==> src/rtl/sbcPkg.sv <==
package sbcPkg;
  localparam int NAREA     = 8;
  localparam int AREA_W    = $clog2(NAREA);
  localparam int WAIT_W    = 3;
  localparam int BOOT_AREA = 6;
  localparam logic [1:0]  W8_CODE   = 2'b01;
  localparam logic [15:0] SIZE_RST  = 16'h8AAA;
  localparam logic [15:0] SIZE_MASK = 16'hCFFF;
  localparam logic [31:0] WAIT_RST  = {NAREA{4'h7}};
  localparam logic [31:0] WAIT_MASK = {NAREA{4'h7}};

  typedef struct packed {
    logic loadReq;
    logic active;
    logic capture;
    logic advance;
  } sbcCtl_t;
endpackage

==> src/rtl/sbcDatapath.sv <==
module sbcDatapath
  import sbcPkg::*;
#(
  parameter int AW = 16
) (
  input  logic                clk,
  input  logic                rstN,
  input  logic                bootLsb,
  input  logic                bslMode,
  input  logic                regWe,
  input  logic                regSel,
  input  logic [31:0]         regWdata,
  output logic [31:0]         regRdata,
  input  logic [AREA_W-1:0]   reqArea,
  input  logic [AW-1:0]       reqAddr,
  input  logic                reqWrite,
  input  logic [1:0]          reqBe,
  input  logic [15:0]         reqWdata,
  input  sbcCtl_t             ctl,
  output logic [WAIT_W-1:0]   reqWait,
  output logic [WAIT_W-1:0]   curWait,
  output logic                lastBeat,
  output logic [NAREA-1:0]    ceN,
  output logic                rdN,
  output logic                wrLoN,
  output logic                wrHiN,
  output logic                a0BslN,
  output logic [AW-1:0]       extAddr,
  output logic [15:0]         dataOut,
  output logic                dataOe,
  input  logic [15:0]         dataIn,
  output logic [15:0]         rdData
);
  logic [15:0] sizeReg;
  logic [31:0] waitReg;
  logic        bootW8, bootSeen;

  always_ff @(posedge clk or negedge rstN) begin
    if (!rstN) begin
      sizeReg <= SIZE_RST;
      waitReg <= WAIT_RST;
    end else if (regWe) begin
      if (regSel) waitReg <= regWdata & WAIT_MASK;
      else        sizeReg <= regWdata[15:0] & SIZE_MASK;
    end
  end

  assign regRdata = regSel ? waitReg : {16'h0000, sizeReg};

  always_ff @(posedge clk or negedge rstN) begin
    if (!rstN) begin
      bootW8   <= 1'b0;
      bootSeen <= 1'b0;
    end else if (!bootSeen) begin
      bootW8   <= bootLsb;
      bootSeen <= 1'b1;
    end
  end

  logic [NAREA-1:0]  w8;
  logic [WAIT_W-1:0] waitOf [NAREA];

  for (genvar g = 0; g < NAREA; g++) begin : gArea
    localparam int SL = (g == NAREA - 1) ? 14 : 2 * g;
    if (g == BOOT_AREA) begin : gBoot
      assign w8[g] = bootW8;
    end else begin : gReg
      assign w8[g] = (sizeReg[SL +: 2] == W8_CODE);
    end
    assign waitOf[g] = waitReg[4*g +: WAIT_W];
  end

  // latched request
  logic [AREA_W-1:0] lArea;
  logic [AW-1:0]     lAddr;
  logic              lWrite;
  logic [1:0]        lBe;
  logic [15:0]       lWdata;
  logic              beatHi;
  logic [1:0]        normBe;

  assign normBe = (reqBe == 2'b00) ? 2'b11 : reqBe;

  always_ff @(posedge clk or negedge rstN) begin
    if (!rstN) begin
      lArea  <= '0;
      lAddr  <= '0;
      lWrite <= 1'b0;
      lBe    <= 2'b11;
      lWdata <= '0;
      beatHi <= 1'b0;
    end else if (ctl.loadReq) begin
      lArea  <= reqArea;
      lAddr  <= reqAddr;
      lWrite <= reqWrite;
      lBe    <= normBe;
      lWdata <= reqWdata;
      beatHi <= w8[reqArea] && (normBe == 2'b10);
    end else if (ctl.advance) begin
      beatHi <= 1'b1;
    end
  end

  logic lw8, loLane, hiLane;
  assign lw8      = w8[lArea];
  assign loLane   = lw8 ? 1'b1 : lBe[0];
  assign hiLane   = lw8 ? 1'b0 : lBe[1];
  assign reqWait  = waitOf[reqArea];
  assign curWait  = waitOf[lArea];
  assign lastBeat = !(lw8 && lBe == 2'b11) || beatHi;

  assign extAddr = lAddr + AW'(beatHi);
  assign ceN     = ctl.active ? ~(NAREA'(1) << lArea) : '1;
  assign rdN     = !(ctl.active && !lWrite);
  assign wrLoN   = bslMode ? !(ctl.active && lWrite)
                           : !(ctl.active && lWrite && loLane);
  assign wrHiN   = bslMode ? !(ctl.active && hiLane)
                           : !(ctl.active && lWrite && hiLane);
  assign a0BslN  = bslMode ? !(ctl.active && loLane) : extAddr[0];
  assign dataOe  = ctl.active && lWrite;
  assign dataOut = lw8 ? {8'h00, (beatHi ? lWdata[15:8] : lWdata[7:0])} : lWdata;

  always_ff @(posedge clk or negedge rstN) begin
    if (!rstN) begin
      rdData <= '0;
    end else if (ctl.loadReq) begin
      rdData <= '0;
    end else if (ctl.capture && !lWrite) begin
      if (!lw8)       rdData       <= dataIn;
      else if (beatHi) rdData[15:8] <= dataIn[7:0];
      else            rdData[7:0]  <= dataIn[7:0];
    end
  end
endmodule

==> src/rtl/sbcControl.sv <==
module sbcControl
  import sbcPkg::*;
(
  input  logic              clk,
  input  logic              rstN,
  input  logic              reqValid,
  input  logic [WAIT_W-1:0] reqWait,
  input  logic [WAIT_W-1:0] curWait,
  input  logic              lastBeat,
  input  logic              waitN,
  output sbcCtl_t           ctl,
  output logic              done
);
  typedef enum logic [1:0] {IDLE, ACC, GAP, FIN} state_t;
  state_t            st;
  logic [WAIT_W-1:0] cnt;

  always_comb begin
    ctl         = '0;
    ctl.loadReq = (st == IDLE) && reqValid;
    ctl.active  = (st == ACC);
    ctl.capture = (st == ACC) && (cnt == '0) && waitN;
    ctl.advance = ctl.capture && !lastBeat;
    done        = (st == FIN);
  end

  always_ff @(posedge clk or negedge rstN) begin
    if (!rstN) begin
      st  <= IDLE;
      cnt <= '0;
    end else begin
      case (st)
        IDLE: if (reqValid) begin
          st  <= ACC;
          cnt <= reqWait;
        end
        ACC: if (cnt != '0) cnt <= cnt - 1'b1;
             else if (waitN) st <= lastBeat ? FIN : GAP;
        GAP: begin
          st  <= ACC;
          cnt <= curWait;
        end
        default: st <= IDLE;
      endcase
    end
  end
endmodule

==> src/rtl/sramBusCtl.sv <==
module sramBusCtl
  import sbcPkg::*;
#(
  parameter int AW = 16
) (
  input  logic              clk,
  input  logic              rstN,
  input  logic              bootLsb,
  input  logic              bslMode,
  input  logic              regWe,
  input  logic              regSel,
  input  logic [31:0]       regWdata,
  output logic [31:0]       regRdata,
  input  logic              reqValid,
  input  logic [AREA_W-1:0] reqArea,
  input  logic [AW-1:0]     reqAddr,
  input  logic              reqWrite,
  input  logic [1:0]        reqBe,
  input  logic [15:0]       reqWdata,
  output logic [15:0]       rdData,
  output logic              done,
  output logic [NAREA-1:0]  ceN,
  output logic              rdN,
  output logic              wrLoN,
  output logic              wrHiN,
  output logic              a0BslN,
  output logic [AW-1:0]     extAddr,
  output logic [15:0]       dataOut,
  output logic              dataOe,
  input  logic [15:0]       dataIn,
  input  logic              waitN
);
  sbcCtl_t           ctl;
  logic [WAIT_W-1:0] reqWait, curWait;
  logic              lastBeat;

  sbcControl uCtl (
    .clk(clk), .rstN(rstN), .reqValid(reqValid), .reqWait(reqWait),
    .curWait(curWait), .lastBeat(lastBeat), .waitN(waitN), .ctl(ctl), .done(done)
  );

  sbcDatapath #(.AW(AW)) uDp (
    .clk(clk), .rstN(rstN), .bootLsb(bootLsb), .bslMode(bslMode),
    .regWe(regWe), .regSel(regSel), .regWdata(regWdata), .regRdata(regRdata),
    .reqArea(reqArea), .reqAddr(reqAddr), .reqWrite(reqWrite), .reqBe(reqBe),
    .reqWdata(reqWdata), .ctl(ctl), .reqWait(reqWait), .curWait(curWait),
    .lastBeat(lastBeat), .ceN(ceN), .rdN(rdN), .wrLoN(wrLoN), .wrHiN(wrHiN),
    .a0BslN(a0BslN), .extAddr(extAddr), .dataOut(dataOut), .dataOe(dataOe),
    .dataIn(dataIn), .rdData(rdData)
  );
endmodule

==> config.mk <==
export PLATFORM = sky130hd
export DESIGN_NAME = sramBusCtl
export DESIGN_NICKNAME = d
export VERILOG_FILES = /design/src/rtl/sbcPkg.sv /design/src/rtl/sbcDatapath.sv /design/src/rtl/sbcControl.sv /design/src/rtl/sramBusCtl.sv
export SDC_FILE = /design/constraint.sdc
export NUM_CORES = 1
export LEC_CHECK = 0
export CORE_MARGIN = 5
export CORE_UTILIZATION = 46
export CTS_CLUSTER_DIAMETER = 100
export CTS_CLUSTER_SIZE = 20
export DETAILED_ROUTE_END_ITERATION = 16
export PLACE_DENSITY = 0.81
export SYNTH_ARGS = -nofsm -noshare
export SYNTH_HDL_FRONTEND = slang
export SYNTH_SLANG_ARGS = --single-unit
==> constraint.sdc <==
create_clock -name clk -period 2.8 [get_ports clk]
set_input_delay 0.7 -clock clk [delete_from_list [all_inputs] [get_ports clk]]
set_output_delay 0.7 -clock clk [all_outputs]
set_load 0.005 [all_outputs]
# Yosys cells after proc, flatten, opt, wreduce, memory -nomap -nowiden
# Cells that the tools add are included.
[totals] reg_bits=100 latch_bits=0 mem_bits_rw=0 romBits=0 output_inout_bits=94 wordCells=114 memories=0
[classes] n_addsub=2 multipliers=0 div=0 magnitude_cmp=4 eq_ne=18 n_shift=1 n_mux=35 bitwise=4 n_reduce_logical=36
[op_table] cell="$mux W16" n=4
[op_table] cell="$mux W8" n=4
[op_table] cell="$mux W31" n=1
[op_table] cell="$bmux W3 S3" n=2
[op_table] cell="$mux W3" n=6
[op_table] cell="$add A16 B1 Y16" n=1
[op_table] cell="$eq A2 B1 Y1 const B" n=8
[op_table] cell="$logic_and A1 B1 Y1" n=13
[op_table] cell="$mux W1" n=10
[op_table] cell="$logic_not A1 Y1" n=9
[op_table] cell="$pmux W3 S3" n=1
[op_table] cell="$eq A2 B2 Y1 const B" n=4
[op_table] cell="$ge A4 B4 Y1 const B" n=2
[op_table] cell="$lt A3 B4 Y1 const B" n=2
[op_table] cell="$mux W2" n=4
[op_table] cell="$ne A2 B2 Y1 const B" n=4
[op_table] cell="$not A3 Y4" n=2
[op_table] cell="$not A8 Y8" n=1
[op_table] cell="$reduce_and A2 Y1" n=4
[op_table] cell="$shl A1 B3 Y8 const A" n=1
[op_table] cell="$bmux W1 S3" n=2
[op_table] cell="$pmux W2 S3" n=1
[op_table] cell="$reduce_and A3 Y1" n=2
[op_table] cell="$reduce_bool A3 Y1" n=2
[op_table] cell="other kinds (8)" n=10

# Logic depth before layout (Yosys ltp)
# Gate-level depths: netlist of the first run.
[logic_depth] word_depth=10 mapped_depth=8 mapped_depth_nobuf=8

# Modules after synthesis
# A second synthesis of the first run with hierarchy kept.
[hier_totals] cells_unflattened=471 hier_area_um2=5684.2
[modules_own_cells] module="sbcDatapath" instances=1 cells_per_inst=426 area_per_inst_um2=5240.0 seq_area_each_um2=2418.6
[modules_own_cells] module="sbcControl" instances=1 cells_per_inst=45 area_per_inst_um2=444.2 seq_area_each_um2=125.1

# Worst setup path after synthesis of the first run
# No wires, ideal clock.
[synth_path] kind="flip-flop to output port" startpoint="register uDp.sizeReg[7]" endpoint="output dataOut[0]" arrival_ns=1.910 slack_ns=0.190 path_stages_with_launch=7 path_buffers=1 path_cell_list="dfstp_2 nor2b_1 mux4_2 mux2_4 buf_12 nand2_8 mux2_1"
[synth_via] elab_chain_cells=4
[synth_rtl] element="start: declaration" line="sbcDatapath.sv:34" rtl="logic [15:0] sizeReg;"
[synth_rtl] element="start signal: assignment" line="sbcDatapath.sv:44" rtl="else sizeReg <= regWdata[15:0] & SIZE_MASK;"
[synth_rtl] element="$eq A2 B1 Y1" line="sbcDatapath.sv:68" rtl="assign w8[g] = (sizeReg[SL +: 2] == W8_CODE);"
[synth_rtl] element="$bmux W1 S3" line="sbcDatapath.sv:105" rtl="assign lw8 = w8[lArea];"
[synth_rtl] element="$mux W1 (implied by the code)" line="sbcDatapath.sv:105"
[synth_rtl] element="$mux W16" line="sbcDatapath.sv:121" rtl="assign dataOut = lw8 ? {8'h00, (beatHi ? lWdata[15:8] : lWdata[7:0])} : lWdata;"
[synth_rtl] element="end: declaration" line="sramBusCtl.sv:28" rtl="output logic [15:0] dataOut,"
# No other way between the ends. The select of a mux whose other input is x is not followed.

# Worst setup path in the final report of the first run
[layout_path] startpoint="register uDp.sizeReg[15]" endpoint="output dataOut[0]"
# Same word-level chain as after synthesis.

==> results of run 1 <==
[worst reg2reg max path, stage by stage, from the launching register on]
cell,delay (ps)
dfstp_2,560
nor2b_4,50
mux4_2,470
buf_6,140
mux2i_4,190
buf_6,140
buf_6,110
buf_4,120
o21ai_1,180
a32o_1,340
[cell type report]
cell class,instances,area (µm²),share of cell area [%]
inverters,9,33.8,0.409
repair buffers,235,2300,27.8
clock buffers,9,225,2.72
flip-flops and latches,100,2540,30.8
multi-input cells,299,2910,35.2
well taps,143,179,2.16
clock inverters,7,76.3,0.923
[worst paths after layout]
| path | cells after the start | to |
|---|---|---|
| worst max-delay path | 7 | dataOut[0] |
| worst min-delay path | 1 | uDp.lAddr[11] |
| worst max register to register | 9 | uDp.rdData[2] |
| worst min register to register | 2 | uDp.lBe[0] |
| max in group asynchronous | 2 | uDp.lBe[1] |
| min in group clk | 2 | uDp.lBe[0] |
[metrics by stage]
stage | TNS [ps] | utilization, % | hold slack (ps) | std cells | power (mW)
after floorplan | 0 | - | 404 | 437 | 4.12
after global placement | -3660 | 65.7 | 477 | 763 | 5.56
after detailed placement | -4010 | 65.7 | 487 | 763 | 5.68
after CTS | -4210 | 70.8 | 269 | 800 | 7.34
after global routing | -5130 | 71.8 | 288 | 802 | 7.98
final | -3720 | 71.8 | 270 | 802 | 7.53
[routing by layer]
layer	global-route usage [%]	vias up
li1	-	1986
met1	27.2	2164
met2	36.6	192
met3	5.07	30
met4	8.91	0
met5	0	-
[state kept, by name, indices dropped and copies added, names as in the netlist]
| name | cells |
|---|---|
| uCtl.cnt | 3 |
| uDp.lWdata | 16 |
| uDp.bootW8 | 1 |
| uDp.waitReg | 24 |
| uDp.lWrite | 1 |
| uDp.rdData | 16 |
| uCtl.st | 2 |
| uDp.beatHi | 1 |
| uDp.lBe | 2 |
| uDp.sizeReg | 14 |
| uDp.lArea | 3 |
| uDp.lAddr | 16 |
| uDp.bootSeen | 1 |
[cells by family (layout without fill, tap and decap cells)]
| logic type | count (synthesis) | in the layout | share of synthesized area, % |
|---|---|---|---|
| compound gates | 37 | 37 | 5.47 |
| xor+xnor | 14 | 14 | 2.24 |
| flops | 100 | 100 | 46.6 |
| simple gates | 107 | 107 | 10.7 |
| mux | 127 | 127 | 29.3 |
| buf+inv | 38 | 260 | 3.48 |
| other cells | 2 | 5 | 0.137 |
| fa+ha+maj | 9 | 9 | 2.06 |
[cells in the mapped netlist (9+ instances only)]
master,number
ha_1,9
nand3_1,13
dfstp_2,33
inv_1,9
mux2i_1,12
nor2b_1,19
dfrtp_1,67
mux4_2,15
nor2_1,9
and2_1,31
xnor2_1,10
clkbuf_1,19
nand2_1,24
mux2_2,90
[repair_timing]
item | CTS | global route
endpoints found under the setup margin | 52 | 28
hold buffers | 0 | 0
gates cloned | 2 | 0
gates resized for setup | 123 | 31
pin swaps | 7 | 2
setup buffers | 19 | 3
[power groups by stage]
stage	Sequential (mW)	Clock (mW)	Combinational, mW
finish	2.35	1.26	3.93
global route	2.41	1.34	4.22
CTS	2.33	1.29	3.72
detailed placement	2.34	0	3.34
global placement	2.30	0	3.26
floorplan	2.23	0	1.89
==> flow_metrics.tcl, run 1 <==
set metrics [dict create \
    ys_ff_latch 100 \
    drcViolationCount 0 \
    rsz0062_at_grt "true" \
    postSynthCellCount 434 \
    port_buffers 179 \
    yosys.area.top_type "dfrtp_1" \
    start_util_pct 47.4 \
    netlist_area_um2 5460 \
    synth_top_area_share_pct 30.7 \
    crit_path_start "uDp.sizeReg[15]" \
    fin_crit_sh_pct 111 \
    clkPwrFrac_pct 16.7 \
    wl_met3_um 1070 \
    seqPwrFrac_pct 31.2 \
    vias_per_cell 5.45 \
    switching_share_pct 32.7 \
    layout_commonest_cell "clkdlybuf4s50_1" \
    async_flop_share_pct 100 \
    clock_latency_ps 350 \
    clock_sinks 100 \
    ys_seq_area_share_pct 46.6 \
    ff2ff_setup_slack_ps 390 \
    placed_area_um2 7560 \
    core_um2 11500 \
    cts_max_level 3 \
    hold_violations 0 \
    start_kind "flop" \
    overflow 0 \
    layout_common_cells "152 x clkdlybuf4s50_1, 90 x mux2_2, 67 x dfrtp_1, 43 x buf_4, 33 x dfstp_2" \
    tightestPinTransition_ps 590 \
    hp-class "input pin to asynchronous set/reset pin" \
    ys_types 45 \
    cap_violations 0 \
    yosys_warnings 0 \
    drt_pass1_iterations 5 \
    dieArea_um2 14200 \
    postSynthAreaPerCell_um2 12.6 \
    cp_slowest_stage_delay_ps 540 \
    synth-edff-count 0 \
    routed.top_layer "met4" \
    io_pins 188 \
    via_count 4372 \
    drv_slew 0 \
    fin_nets 757 \
    path_delay_family "multiplexers" \
    fp-row-count 39 \
    crit_slowest_cell "dfstp_2" \
    die_y_um 119 \
    synthFlopType "dfrtp_1" \
    required_ps 2100 \
    drt-total-wl_um 15500 \
    post-route-min-period_ps 3100 \
    critPathKind "flop to output port" \
    clk_pin_slew_ps 70 \
    worstPathCellList "nor2b_2 -> mux4_2 -> mux2_4 -> nand2_8 -> buf_6 -> mux2_4 -> buf_6" \
    place_ws_ps -209 \
    cts_made_buffers 9 \
    end_kind "output port" \
    report.final.setup_viol 19 \
    fmax_mhz 323 \
    nFillCells 779 \
    cts_tree "yes" \
    ant_nets 0 \
    wl_met2_um 7680 \
    hpwlAfterDp_um 11100 \
    ys_top_cells_by_area "dfrtp_1 31%, mux2_2 19%, dfstp_2 16%, mux4_2 6.2%, and2_1 3.6%" \
    grt_antenna_before_repair 0 \
    drt_iter0_markers 338 \
    irDropWorstVdd_mv 0.409 \
    grt_pass1_wl_um 24700 \
    wl_per_cell_um 19.3 \
    diodes 0 \
    p_int_mw 5.07 \
    status "complete, but fails checks" \
    layout-drive-gt1-share_pct 40.8 \
    slew_headroom_pct 60.4 \
    leakage_nw 3.47 \
    gp_congestion 0.916 \
    drt-met1-wl_um 6340 \
    r2r-start "uDp.sizeReg[3]" \
    die_width_um 119 \
    clockBufferDepth 2 \
    cp.arrival_ps 2400 \
    crit_buf_inv 2 \
    cts_root_buf "clkbuf_16" \
    violations "negative setup slack" \
    track_usage_pct 21.8 \
    post-route-cell-area_um2 8270 \
    syn2layout_area_growth_pct 51.4 \
    fin_worst_skew_ps 3.89 \
    crit_fanout 5 \
    power.switching_mw 2.47 \
    grt_pass1_vias 4635 \
    pwr-share-comb_pct 52.2 \
    final.setup.worst_slack_ps -296 \
    p_per_area_nw_per_um2 911 \
    grt_max_degree 50 \
]
(Power assumes the default switching activity.)
==> run 2: changes to the inputs <==
--- a/config.mk
+++ b/config.mk
@@ -11,6 +11,7 @@
 export CTS_CLUSTER_SIZE = 20
 export DETAILED_ROUTE_END_ITERATION = 16
 export PLACE_DENSITY = 0.81
+export SKIP_CTS_REPAIR_TIMING = 1
 export SYNTH_ARGS = -nofsm -noshare
 export SYNTH_HDL_FRONTEND = slang
 export SYNTH_SLANG_ARGS = --single-unit
==> run 2 against run 1 <==
  * The flow still finishes with violations (negative setup slack)
  * Final cell count fell by 1.5%
  * Flip-flop and latch count did not move
  * Clock power barely moved
  * Combinational power fell by 11%
  * Count of clock-buffer cells in the layout did not move
  * Sequential share of layout area rose by 0.72 points
  * Sequential power barely moved
  * Critical path type unchanged
  * Highest routed layer unchanged
==> flow_metrics.tcl, run 2 (same netlist as run 1, synthesis figures left out) <==
set metrics [dict create \
    die_y_um 119 \
    fp-row-count 39 \
    critPathKind "flop to output port" \
    ant_nets 0 \
    whs_ps 266 \
    cts_max_level 3 \
    regMostFlops "uDp.waitReg" \
    leakage_nw 3.45 \
    fmax_mhz 326 \
    syn2layout_area_growth_pct 47.9 \
    clockBufferDepth 2 \
    layout-drive-gt1-share_pct 36.9 \
    placed_cells 763 \
    wl_per_cell_um 19.0 \
    drt_iter0_markers 303 \
    end_kind "output port" \
    cts_made_buffers 9 \
    die_width_um 119 \
    drt_pass1_iterations 4 \
    report.final.setup_viol 16 \
    crit_buf_inv 1 \
    worstPathCellList "nor2b_1 -> mux4_2 -> mux2_4 -> nand2_8 -> mux2_1 -> dlymetal6s2s_1" \
    cts_tree "yes" \
    via_count 4263 \
    grt_pass1_wl_um 23500 \
    cts_root_buf "clkbuf_16" \
    clock_sinks 100 \
    fin_nets 745 \
    core_um2 11500 \
    dieArea_um2 14200 \
    gp_congestion 0.916 \
    hp-class "input pin to asynchronous set/reset pin" \
    p_per_area_nw_per_um2 878 \
    tns_ps -2420 \
    violations "negative setup slack" \
    start_util_pct 47.4 \
    irDropWorstVdd_mv 0.408 \
    drv_slew 0 \
    clock_latency_ps 350 \
    final_util_pct 70.1 \
    grt_antenna_before_repair 0 \
    overflow 0 \
    largest_register_ffs 24 \
    rsz0062_at_grt "true" \
    tightestPinTransition_ps 586 \
    crit_fanout 8 \
    drcViolationCount 0 \
    cp.arrival_ps 2370 \
    cp_slowest_stage_delay_ps 540 \
    cap_violations 0 \
    path_delay_family "multiplexers" \
    hpwlAfterDp_um 11100 \
    grt_max_degree 50 \
    slew_headroom_pct 60.6 \
    layout_commonest_cell "clkdlybuf4s50_1" \
    fin_worst_skew_ps 5.47 \
    start_kind "flop" \
    diodes 0 \
    track_usage_pct 20.5 \
    status "complete, but fails checks" \
    port_buffers 179 \
    drt-total-wl_um 15000 \
    clk_pin_slew_ps 70 \
    vias_per_cell 5.40 \
    required_ps 2100 \
    final.setup.worst_slack_ps -267 \
    layout_common_cells "152 x clkdlybuf4s50_1, 90 x mux2_2, 67 x dfrtp_1, 40 x buf_4, 33 x dfstp_2" \
    hold_violations 0 \
    fin_crit_sh_pct 110 \
    io_pins 188 \
    post-route-min-period_ps 3070 \
    grt_pass1_vias 4467 \
    crit_slowest_cell "dfstp_2" \
    layout.cells.non_filler 790 \
]
==> run 2: cell count changes in the layout (fill, tap and decap cells not counted), moves of 2 or more <==
cell and change:
and2_4 -8, dlygate4sd2_1 -2, dlymetal6s2s_1 +10, buf_6 -23
clkbuf_2 +7, buf_4 -3, and2_1 +8
==> run 2: path summary, 6_finish.rpt <==
kind,startpoint,end,slack (ps),depth (start not counted)
worst max-delay path,uDp.sizeReg[5],dataOut[4],-270,6
worst min register to register,uDp.lBe[0],uDp.lBe[0],500,2
worst max register to register,uDp.sizeReg[5],uDp.rdData[14],590,6
max in group asynchronous,rstN,uDp.lBe[1],1810,2
worst min-delay path,rstN,uDp.lAddr[11],270,1
min in group clk,uDp.lBe[0],uDp.lBe[0],500,2
==> run 2: final cells by class <==
class	instances	area (µm²)
clock buffer	9	225
clock inverter	7	76.3
fill	806	3440
inverter	9	33.8
multi-input combinational	299	2870
sequential	100	2540
tap	143	179
timing repair buffer	223	2150
==> run 2: routing by layer <==
layer	wire (µm)	part of all wire (%)	track usage, %
met5	0	0	0
met4	226	1.5	6.81
met3	934	6.2	4.93
met2	7440	50	34.0
met1	6410	43	26.5
==> run 2: stage by stage <==
stage	setup WS [ps]	instance area, µm²	power (mW)
final	-267	8080	7.10
after CTS	-594	7860	6.96
after detailed placement	-209	7560	5.68
after global routing	-321	8080	7.54
after floorplan	190	5470	4.12
after global placement	-187	7560	5.56
==> run 2: report_power, final <==
part	total [mW]	switching [mW]	internal [mW]
Clock	1.26	0.559	0.697
Sequential	2.35	0.386	1.96
Combinational	3.49	1.41	2.09
Total	7.10	2.35	4.74
